## config.mk

```make
export PLATFORM = sky130hd
export DESIGN_NAME = pbr_unit
export DESIGN_NICKNAME = d
export VERILOG_FILES = /design/src/rtl/pbr_pkg.sv /design/src/rtl/pbr_cond_eval.sv /design/src/rtl/pbr_hicmp.sv /design/src/rtl/pbr_page_add.sv /design/src/rtl/pbr_unit.sv
export SDC_FILE = /design/constraint.sdc
export NUM_CORES = 1
export LEC_CHECK = 0
export BUFFER_PORTS_ARGS = -buffer_cell sky130_fd_sc_hd__buf_2
export CORE_MARGIN = 3
export CORE_UTILIZATION = 51
export CTS_CLUSTER_DIAMETER = 150
export DETAILED_ROUTE_END_ITERATION = 8
export PLACE_DENSITY = 0.85
export SLEW_MARGIN = 20
export SYNTH_ARGS = -nofsm -noshare
export SYNTH_HDL_FRONTEND = slang
export SYNTH_SLANG_ARGS = --single-unit
```

## constraint.sdc

```tcl
create_clock -name clk -period 0.8 [get_ports clk]
set_input_delay 0.16 -clock clk [delete_from_list [all_inputs] [get_ports clk]]
set_output_delay 0.16 -clock clk [all_outputs]
set_load 0.02 [all_outputs]
```

## src/rtl/pbr_pkg.sv

```systemverilog
package pbr_pkg;

   typedef enum logic [1:0] {
      OP_BRANCH = 2'd0,
      OP_CMP_S  = 2'd1,
      OP_CMP_U  = 2'd2,
      OP_PASS   = 2'd3
   } pbr_op_e;

   localparam logic [7:0] CC_ZERO    = 8'h3F;
   localparam logic [7:0] CC_NONZERO = 8'h72;
   localparam logic [7:0] CC_NEG     = 8'h50;
   localparam logic [7:0] CC_POS     = 8'h4D;
   localparam logic [7:0] CC_NONPOS  = 8'h56;
   localparam logic [7:0] CC_NONNEG  = 8'h53;

endpackage

```

## src/rtl/pbr_cond_eval.sv

```systemverilog
module pbr_cond_eval #(
   parameter int DATA_W = 16,
   parameter int CODE_W = 8
) (
   input  logic [DATA_W-1:0] acc_i,
   input  logic [CODE_W-1:0] code_i,
   output logic              take_o,
   output logic              known_o
);
   import pbr_pkg::*;

   localparam int SIGN_BIT = DATA_W - 1;

   logic is_zero;
   logic is_neg;

   assign is_zero = (acc_i == '0);
   assign is_neg  = acc_i[SIGN_BIT];

   always_comb begin
      take_o  = 1'b0;
      known_o = 1'b1;
      unique case (code_i)
         CODE_W'(CC_ZERO):    take_o = is_zero;
         CODE_W'(CC_NONZERO): take_o = !is_zero;
         CODE_W'(CC_NEG):     take_o = is_neg;
         CODE_W'(CC_NONNEG):  take_o = !is_neg;
         CODE_W'(CC_POS):     take_o = !is_neg && !is_zero;
         CODE_W'(CC_NONPOS):  take_o = is_neg || is_zero;
         default:             known_o = 1'b0;
      endcase
   end

   always_comb begin
      if (!known_o) assert (!take_o);
   end

endmodule

```

## src/rtl/pbr_hicmp.sv

```systemverilog
module pbr_hicmp #(
   parameter int DATA_W     = 16,
   parameter int BYTE_W     = 8,
   parameter bit SIGNED_CMP = 1'b1
) (
   input  logic [DATA_W-1:0] acc_i,
   input  logic [BYTE_W-1:0] mem_i,
   output logic [DATA_W-1:0] acc_o
);
   localparam int HI_LSB = DATA_W - BYTE_W;

   logic              signs_differ;
   logic [BYTE_W-1:0] bump_up;
   logic [BYTE_W-1:0] bump_dn;
   logic [BYTE_W-1:0] new_hi;

   assign signs_differ = acc_i[DATA_W-1] ^ mem_i[BYTE_W-1];
   assign bump_up      = mem_i + BYTE_W'(1);
   assign bump_dn      = mem_i - BYTE_W'(1);

   generate
      if (SIGNED_CMP) begin : g_signed
         assign new_hi = mem_i[BYTE_W-1] ? bump_up : bump_dn;
      end else begin : g_unsigned
         assign new_hi = mem_i[BYTE_W-1] ? bump_dn : bump_up;
      end
   endgenerate

   assign acc_o = signs_differ ? {new_hi, acc_i[HI_LSB-1:0]} : acc_i;

   always_comb begin
      if (!signs_differ) assert (acc_o == acc_i);
   end

endmodule

```

## src/rtl/pbr_page_add.sv

```systemverilog
module pbr_page_add #(
   parameter int ADDR_W = 16,
   parameter int PAGE_W = 8
) (
   input  logic [ADDR_W-1:0] base_i,
   input  logic [PAGE_W-1:0] lo_i,
   input  logic [PAGE_W-1:0] inc_i,
   output logic [ADDR_W-1:0] addr_o
);
   logic [PAGE_W-1:0] lo_sum;

   assign lo_sum = lo_i + inc_i;
   assign addr_o = {base_i[ADDR_W-1:PAGE_W], lo_sum};

endmodule

```

## src/rtl/pbr_unit.sv

```systemverilog
module pbr_unit #(
   parameter int ADDR_W = 16,
   parameter int DATA_W = 16,
   parameter int BYTE_W = 8
) (
   input  logic              clk,
   input  logic              rst_n,
   input  logic [1:0]        op_i,
   input  logic [ADDR_W-1:0] pc_i,
   input  logic [DATA_W-1:0] acc_i,
   input  logic [BYTE_W-1:0] cond_i,
   input  logic [BYTE_W-1:0] disp_i,
   input  logic [BYTE_W-1:0] mem_i,
   output logic [ADDR_W-1:0] pc_o,
   output logic [DATA_W-1:0] acc_o,
   output logic              taken_o,
   output logic              err_o
);
   import pbr_pkg::*;

   localparam int          N_CMP     = 2;
   localparam logic [BYTE_W-1:0] STEP_TAKEN = BYTE_W'(2);
   localparam logic [BYTE_W-1:0] STEP_FALL  = BYTE_W'(3);
   localparam logic [BYTE_W-1:0] STEP_CMP   = BYTE_W'(2);

   initial begin
      assert (ADDR_W > BYTE_W) else $error("ADDR_W must exceed BYTE_W");
      assert (DATA_W == 2 * BYTE_W) else $error("DATA_W must be two bytes");
   end

   pbr_op_e op;
   assign op = pbr_op_e'(op_i);

   logic cond_take;
   logic cond_known;

   pbr_cond_eval #(.DATA_W(DATA_W), .CODE_W(BYTE_W)) u_cond (
      .acc_i  (acc_i),
      .code_i (cond_i),
      .take_o (cond_take),
      .known_o(cond_known)
   );

   logic [DATA_W-1:0] cmp_acc [N_CMP];

   generate
      for (genvar g = 0; g < N_CMP; g++) begin : g_cmp
         pbr_hicmp #(
            .DATA_W    (DATA_W),
            .BYTE_W    (BYTE_W),
            .SIGNED_CMP(g == 0)
         ) u_hicmp (
            .acc_i(acc_i),
            .mem_i(mem_i),
            .acc_o(cmp_acc[g])
         );
      end
   endgenerate

   logic [BYTE_W-1:0] lo_src;
   logic [BYTE_W-1:0] lo_inc;
   logic [ADDR_W-1:0] stepped_pc;

   always_comb begin
      lo_src = pc_i[BYTE_W-1:0];
      lo_inc = STEP_CMP;
      if (op == OP_BRANCH) begin
         lo_src = cond_take ? disp_i : pc_i[BYTE_W-1:0];
         lo_inc = cond_take ? STEP_TAKEN : STEP_FALL;
      end
   end

   pbr_page_add #(.ADDR_W(ADDR_W), .PAGE_W(BYTE_W)) u_page (
      .base_i(pc_i),
      .lo_i  (lo_src),
      .inc_i (lo_inc),
      .addr_o(stepped_pc)
   );

   logic [ADDR_W-1:0] pc_d;
   logic [DATA_W-1:0] acc_d;
   logic              taken_d;
   logic              err_d;

   always_comb begin
      pc_d    = pc_i;
      acc_d   = acc_i;
      taken_d = 1'b0;
      err_d   = 1'b0;
      unique case (op)
         OP_BRANCH: begin
            if (cond_known) begin
               pc_d    = stepped_pc;
               taken_d = cond_take;
            end else begin
               err_d = 1'b1;
            end
         end
         OP_CMP_S: begin
            pc_d  = stepped_pc;
            acc_d = cmp_acc[0];
         end
         OP_CMP_U: begin
            pc_d  = stepped_pc;
            acc_d = cmp_acc[1];
         end
         default: ;
      endcase
   end

   always_ff @(posedge clk or negedge rst_n) begin
      if (!rst_n) begin
         pc_o    <= '0;
         acc_o   <= '0;
         taken_o <= 1'b0;
         err_o   <= 1'b0;
      end else begin
         pc_o    <= pc_d;
         acc_o   <= acc_d;
         taken_o <= taken_d;
         err_o   <= err_d;
      end
   end

   logic past_q;
   always_ff @(posedge clk or negedge rst_n) begin
      if (!rst_n) past_q <= 1'b0;
      else        past_q <= 1'b1;
   end

   AST_TAKEN_IN_PAGE: assert property (@(posedge clk) disable iff (!rst_n || !past_q)
      taken_o |-> (pc_o[ADDR_W-1:BYTE_W] == $past(pc_i[ADDR_W-1:BYTE_W]) &&
                   pc_o[BYTE_W-1:0] == BYTE_W'($past(disp_i) + STEP_TAKEN)));
   AST_ERR_HOLDS: assert property (@(posedge clk) disable iff (!rst_n || !past_q)
      err_o |-> (pc_o == $past(pc_i) && acc_o == $past(acc_i)));
   AST_FLAGS_EXCL: assert property (@(posedge clk) disable iff (!rst_n)
      $onehot0({taken_o, err_o}));
   AST_CMP_LOW_KEPT: assert property (@(posedge clk) disable iff (!rst_n || !past_q)
      ($past(op_i) == 2'd1 || $past(op_i) == 2'd2) |->
         (acc_o[BYTE_W-1:0] == $past(acc_i[BYTE_W-1:0]) && !taken_o && !err_o));
   AST_BRANCH_ACC: assert property (@(posedge clk) disable iff (!rst_n || !past_q)
      ($past(op_i) == 2'd0) |-> (acc_o == $past(acc_i)));
   AST_PASS_THRU: assert property (@(posedge clk) disable iff (!rst_n || !past_q)
      ($past(op_i) == 2'd3) |-> (pc_o == $past(pc_i) && !taken_o && !err_o));

endmodule

```

==> flow_summary.yaml, run 1 <==
synthesis:
  async_flop_share_pct: 100
  syn-cell-area_sq_mm: 0.00214
  synth_edf_count: 0
  ys.flop_type: "dfrtp_1"
  synth_seq_area_share_pct: 39.8
  synth.yosys.warnings: 0
  ys_ff_latch: 34
  syn-num-nets: 304
  ys_types: 51
  synthCells: 236
  syn_avg_cell_area_sq_um: 9.06
placed_design:
  dp.cells: 439
  post-dp-hpwl_microns: 5700
  placement.io_buffers: 93
  gp_congestion: 0.927
floorplan:
  die_x_microns: 70.8
  start_util_pct: 55.5
  io_pins: 94
  dieHeight_microns: 70.8
  rows: 22
cts:
  cts.sinks: 34
  cts_buffers: 5
  ctsRootBufferMaster: "clkbuf_8"
  cts_resized: 139
  cts.htree.levels: 2
  postCtsSetupBuffers: 11
  cts.path.max_buffers: 2
  hold_buffers: 10
run_status:
  haltStage: "clock tree synthesis"
  outcome: "aborted with a tool error"
  firstError: "[ERROR DPL-0038] Utilization greater than 100%, impossible to legalize"
-- cell families after synthesis --
kind of cell / after synthesis / share of synthesized area [%]
compound gates: 54 / 18.0
simple gates: 99 / 23.7
buf+inv: 21 / 4.15
fa+ha+maj: 8 / 4.68
xor+xnor: 7 / 2.87
mux: 13 / 6.79
flops: 34 / 39.8
-- metrics by stage --
stage          cell area (sq um)  setup slack [ps]  utilization, %  hold slack, ps  setup TNS, ps
3_5_place_dp                3300             -2140            85.6             134         -22710
3_3_place_gp                3300             -1970            85.6             127         -21160
2_1_floorplan               2330             -2010               -            -136         -17950
-- synth_stat cells, types with 3 or more instances --
library cell | count | share of area, %
nand2b_1 | 7 | 2.0
a221o_1 | 3 | 1.4
dfrtp_1 | 34 | 40
ha_1 | 8 | 4.7
o211ai_1 | 3 | 1.1
o22ai_1 | 4 | 1.2
a22oi_1 | 3 | 1.1
inv_1 | 13 | 2.3
nor3_1 | 9 | 2.1
mux2i_1 | 7 | 3.3
mux2_2 | 4 | 2.1
nor2_1 | 24 | 4.2
xnor2_1 | 4 | 1.6
nor4_1 | 5 | 1.5
clkbuf_1 | 5 | 0.88
a21oi_1 | 6 | 1.4
nand2_1 | 28 | 4.9
xor2_1 | 3 | 1.2
o21ai_0 | 17 | 4.0
nand4_1 | 4 | 1.2
nand3_1 | 7 | 1.6
==> inputs of run 2 (changes only) <==
CORE_UTILIZATION = 40   (was 51)
CTS_CLUSTER_DIAMETER = not set   (was 150)
PLACE_DENSITY = not set   (was 0.85)
PLACE_DENSITY_LB_ADDON = 0.15   (was not set)
==> run 2 against run 1 <==
The flow now finishes, with violations (setup timing). Synthesized area did not move. Synthesized cell count unchanged.
==> flow_summary.yaml, run 2 <==
run_status:
  outcome: "finished with violations"
  failed_checks: "setup timing"
critical_path:
  worst-path-max-fanout: 4
  end_kind: "flop"
  crit_family: "simple AND/OR/NAND/NOR gates"
  slowest_stage: "mux2_4"
  cp.required_ps: 970
  slowest_delay_ps: 320
  cp.depth: 14
  crit_path_end: "pc_o[7]"
  start_kind: "input port"
  crit_start: "acc_i[14]"
  path_class: "input port to flop"
  cp.arrival_ps: 2690
  crit_buf_inv: 3
  path_cells: "buf_2 -> nor4_4 -> nand4_1 -> buf_6 -> buf_4 -> nor3_2 -> o21ai_0 -> nor2_1 -> ha_4 -> nor2_4 -> mux2_4 -> nor2_4 -> mux2_4 -> o211a_1"
floorplan:
  io_pins: 94
  die_area_sq_mm: 0.00626
  dieHeight_microns: 79.1
  core_region_area_sq_mm: 0.00494
  die_x_microns: 79.1
  start_util_pct: 43.3
  rows: 25
min_path:
  hold_path_depth: 1
  hp-class: "input port to flop"
cts:
  cts_buffers: 5
  cts.htree.levels: 2
  cts_tree: "built"
  ctsRootBufferMaster: "clkbuf_8"
  cts.sinks: 34
  clk_pin_slew_ps: 80
  cts.path.max_buffers: 2
synthesis:
  yosysMostFrequentCell: "dfrtp_1"
  ys.flop_type: "dfrtp_1"
  ys_types: 51
  synthCells: 236
  ys_top_cells_by_area: "dfrtp_1, nand2_1, ha_1"
  synth_edf_count: 0
  synth_seq_area_share_pct: 39.8
  async_flop_share_pct: 100
  yosys.area.top_type: "dfrtp_1"
  ys_ff_latch: 34
  syn_avg_cell_area_sq_um: 9.06
  syn-num-nets: 304
  syn-cell-area_sq_mm: 0.00214
  synthTopCellsByCount: "dfrtp_1, nand2_1, nor2_1"
  synth.top_cell.area_share_pct: 39.8
  synth.yosys.warnings: 0
sta:
  worstMarginPinSlew_ps: 522
  period_needed_ps: 2510
  setup_ws_ps: -1710
  rsz0062_at_grt: "yes"
  hold_viol_final: 0
  whs_ps: 9.18
  finalMaxSlewViolations: 0
  setup_viol: 52
  finalCritPeriodShare_pct: 314
  fmax_ghz: 0.398
  fin_tns_setup_ps: -22200
  max_slew_margin_pct: 64.9
final_layout:
  drive_above_1_share_pct: 59.1
  stdcell_count: 488
  design_area_sq_mm: 0.00437
  final_cell_mix: "buf_6, buf_4, buf_2"
  syn2layout_area_growth_pct: 105
  nNetsFinal: 488
  top_regs: "acc_o: 16 flops, pc_o: 16 flops"
  utilization_pct: 88.5
  antenna_cells: 0
power:
  seqPwrFrac_pct: 33.2
  swShare_pct: 32.7
  ir_drop_mv: 1.13
  switching_power_mw: 1.92
  clockPowerShare_pct: 27.3
  power_mw: 5.87
  intPower_mw: 3.94
  p_comb_share_pct: 39.5
  power.density_mw_per_mm2: 1340
  p_leak_nw: 1.97
global_route:
  grt_pass1_wl_microns: 13100
  grt_pass1_vias: 2628
  antenna_found_initial: 0
  grt_max_degree: 35
  grt-ovfl-total: 0
  grt_util_all_layers_pct: 27.0
drt:
  vias: 2860
  ant_nets: 0
  dr.pass1.iters: 5
  wl_per_cell_microns: 21.7
  post_drt_via_cell_ratio: 5.86
  drtIter0Drc: 222
  drc: 0
  routed_wl_microns: 10600
placed_design:
  placed_area_sq_mm: 0.00331
  post-dp-hpwl_microns: 5200
  dp.cells: 456
  place_ws_ps: -2040
  placement.io_buffers: 93
  gp_congestion: 0.855
flow_run:
  max_cap_violations: 0
[run 2: cell counts after synthesis]
Identical to the previous run, type by type.
[run 2: routing by layer]
layer / up-vias / part of all wire, % / global-route usage, %
li1: 1231 / - / -
met4: 0 / 5.2 / 8.42
met2: 214 / 51 / 50.6
met1: 1361 / 35 / 30.5
met3: 54 / 8.7 / 5.56
met5: - / 0 / 0
[run 2: worst min path at each step]
| stage | from | slack (ps) | to |
|---|---|---|---|
| 6_report | acc_i[7] | 9 | acc_o[7] |
| 5_1_grt | acc_i[7] | 8 | acc_o[7] |
| 4_1_cts | acc_i[4] | 10 | acc_o[4] |
| 3_5_place_dp | rst_n | 130 | pc_o[14] |
| 3_3_place_gp | rst_n | 130 | pc_o[15] |
| 2_1_floorplan | rst_n | -140 | acc_o[0] |
[run 2: what timing repair did]
action | in CTS | in global routing
pin swaps | 21 | 36
resized for setup | 127 | 67
hold endpoints to repair | 43 | 0
endpoints found under the setup margin | 52 | 52
buffers inserted | 7 | 11
hold buffers | 10 | 0
[run 2: cell families after synthesis]
| family | Yosys count | share of synthesized area, % |
|---|---|---|
| compound gates | 54 | 18.0 |
| xor+xnor | 7 | 2.87 |
| fa+ha+maj | 8 | 4.68 |
| buf+inv | 21 | 4.15 |
| flops | 34 | 39.8 |
| mux | 13 | 6.79 |
| simple gates | 99 | 23.7 |
[run 2: layout make-up]
class | count | area (sq um)
Tap cell | 67 | 83.8
Multi-Input combinational cell | 181 | 1670
Sequential cell | 34 | 851
Timing Repair Buffer | 185 | 1590
Clock buffer | 7 | 76.3
Clock inverter | 1 | 30.0
Fill cell | 213 | 569
Inverter | 13 | 81.3
[run 2: power by group through the flow]
stage / clock network, mW / registers [mW] / logic (mW)
6_report: 1.60 / 1.95 / 2.31
2_1_floorplan: 0 / 2.12 / 0.560
3_5_place_dp: 0 / 1.92 / 1.55
3_3_place_gp: 0 / 1.92 / 1.52
4_1_cts: 1.51 / 1.93 / 1.92
5_1_grt: 1.66 / 1.96 / 2.43
Power figures use the tool's default switching activity.
==> inputs of run 3 (changes only) <==
ABC_AREA = 1   (was not set)
==> run 3 against run 2 <==
Maximum frequency increased by 40%. The run still ends with setup timing left. Critical path depth increased by 5. Design area increased by 0.43%. Global-route usage decreased by 1.2 points. Flip-flop and latch count unchanged. Sequential share of layout area decreased by 0.083 points. Via count decreased by 5.8%. Largest cell class unchanged.
==> flow_summary.yaml, run 3 <==
critical_path:
  path_class: "input port to flop"
  cp.arrival_ps: 2010
  worst-path-max-fanout: 3
  cp.required_ps: 1020
  slowest_stage: "ha_4"
  end_kind: "flop"
  slowest_delay_ps: 160
  path_cells: "buf_2 -> inv_1 -> nand3_2 -> nor2_4 -> nand2_2 -> nand2_2 -> nand3_4 -> nand2_8 -> inv_8 -> o21ai_4 -> ha_4 -> inv_4 -> ha_4 -> inv_4 -> nand3_4 -> buf_4 -> nor2_1 -> o21ai_1 -> nand2_1"
  start_kind: "input port"
sta:
  max_slew_margin_pct: 79.4
  finalMaxSlewViolations: 0
  setup_ws_ps: -997
  worstMarginPinSlew_ps: 306
  whs_ps: 21.5
  period_needed_ps: 1800
  finalCritPeriodShare_pct: 225
  rsz0062_at_grt: "yes"
  setup_viol: 52
  fmax_ghz: 0.556
  hold_viol_final: 0
global_route:
  met2_usage_pct: 47.3
  grt_pass1_vias: 2639
  grt_max_degree: 35
  grt_pass1_wl_microns: 12700
  antenna_found_initial: 0
  grt_util_all_layers_pct: 25.9
  grt-ovfl-total: 0
  grt.busiest_layer: "met2"
  grtUsageMet3_pct: 5.78
  met1_usage_pct: 28.2
floorplan:
  core_region_area_sq_mm: 0.00514
  die_area_sq_mm: 0.00629
  rows: 26
  start_util_pct: 41.8
  io_pins: 94
  dieHeight_microns: 79.3
  die_x_microns: 79.3
synthesis:
  async_flop_share_pct: 100
  ys_ff_latch: 34
  synth_seq_area_share_pct: 39.6
  syn-cell-area_sq_mm: 0.00215
  synthTopCellsByCount: "nand2_1, inv_1, dfrtp_1"
  synth.yosys.warnings: 0
  synth_xor_area_share_pct: 4.07
  synthCells: 282
  yosysMostFrequentCell: "nand2_1"
  synth.top_cell.area_share_pct: 39.6
  ys_top_cells_by_area: "dfrtp_1, nand2_1, nand3_1"
  syn_avg_cell_area_sq_um: 7.62
  ys.flop_type: "dfrtp_1"
  syn-num-nets: 350
  yosys.area_share.simple_pct: 36.4
  yosys.area.top_type: "dfrtp_1"
  synth_top_family_by_area: "simple AND/OR/NAND/NOR gates"
  synth_mux_area_share_pct: 0
  synth_edf_count: 0
  ys_types: 34
  yosys.area_share.adder_pct: 4.66
  synth-compound-area-share_pct: 6.23
min_path:
  hold_path_depth: 1
  hp-start: "acc_i[3]"
  hp-class: "input port to flop"
  hold_end: "acc_o[3]"
power:
  ir_drop_mv: 0.980
  power.density_mw_per_mm2: 1400
  power_mw: 6.15
  p_leak_nw: 2.14
final_layout:
  utilization_pct: 85.4
  nNetsFinal: 507
  design_area_sq_mm: 0.00439
  final_cell_mix: "buf_6, nand2_1, buf_4"
  fillers: 252
  antenna_cells: 0
  top_regs: "acc_o: 16 flops, pc_o: 16 flops"
  stdcell_count: 510
  final_common_cell: "buf_6"
  multi_input_area_sq_mm: 0.00168
  syn2layout_area_growth_pct: 104
  regArea_sq_um: 851
  drive_above_1_share_pct: 61.8
placed_design:
  placed_area_sq_mm: 0.00303
  dp.cells: 477
  placement.io_buffers: 93
  gp_congestion: 0.864
  post-dp-hpwl_microns: 4430
cts:
  cts.htree.levels: 2
  cts.sinks: 34
  cts.path.max_buffers: 2
  cts_tree: "built"
  cts_buffers: 5
  clk_pin_slew_ps: 70
  ctsRootBufferMaster: "clkbuf_8"
drt:
  drc: 0
  vias: 2694
  drtIter0Drc: 234
  post_drt_via_cell_ratio: 5.28
  routed_wl_microns: 9970
  ant_nets: 0
  dr.pass1.iters: 5
  wl_per_cell_microns: 19.6
flow_run:
  max_cap_violations: 0
run_status:
  failed_checks: "setup timing"
  outcome: "finished with violations"
[run 3: cell types whose count changed after synthesis, moves of 9 or more]
cell / previous run / this run
nand2_2: 0 / 11
nand3_1: 7 / 31
inv_1: 13 / 40
o21ai_0: 17 / 8
nand2_1: 28 / 68
[run 3: kinds of logic (layout without fill, tap and decap cells)]
| kind of cell | after synthesis | in the layout |
|---|---|---|
| AND/OR/NAND/NOR | 160 | 160 |
| buffers and inverters | 49 | 207 |
| flip-flops | 34 | 34 |
| AO/OA/AOI/OAI | 21 | 21 |
| XOR/XNOR | 10 | 10 |
| adder cells (fa/ha/maj) | 8 | 8 |
[run 3: stage by stage]
stage | setup slack [ps] | setup TNS (ps)
2_1_floorplan | -1100 | -10580
5_1_grt | -1070 | -16400
4_1_cts | -930 | -12190
6_report | -997 | -14780
3_3_place_gp | -1340 | -14510
3_5_place_dp | -1400 | -15020
[run 3: layer usage]
layer	up-vias	part of all wire [%]
li1	1206	-
met1	1270	36
met2	181	52
met3	37	8.0
met4	0	4.6
met5	-	0
[run 3: how the worst max path moves through the flow]
stage              end  slack, ps  cells after the start      start
4_1_cts        pc_o[6]       -930                     20  acc_i[13]
3_5_place_dp   pc_o[6]      -1400                     20   acc_i[5]
5_1_grt        pc_o[4]      -1070                     21  cond_i[1]
2_1_floorplan  pc_o[6]      -1100                     19  acc_i[15]
6_report       pc_o[4]      -1000                     19   acc_i[9]
3_3_place_gp   pc_o[6]      -1340                     19   acc_i[5]
[run 3: cell type report]
cell class	count	share of cell area, %
multi-input combinational	199	38.1
timing repair buffer	156	32.3
sequential	34	19.4
inverter	43	4.93
tap	70	1.99
clock buffer	6	1.88
clock inverter	2	1.37
[run 3: worst max-delay path: cells and delay by family]
family	cells	cell delay, ps
simple gates	9	850
buf+inv	6	510
fa+ha+maj	2	310
compound gates	2	200
[run 3: report_power, final]
group	leakage, nW	internal, mW	total [mW]	switching [mW]
Combinational	1.66	1.02	2.17	1.15
Sequential	0.412	1.86	1.95	0.0922
Clock	0.0714	1.33	2.03	0.703
Total	2.14	4.21	6.15	1.94
[run 3: repair_timing]
item	4_1_cts	5_1_grt
hold buffers	15	1
pin swaps	57	45
endpoints found under the hold margin	48	1
setup buffers	4	5
endpoints found under the setup margin	52	52
gates resized for setup	181	79
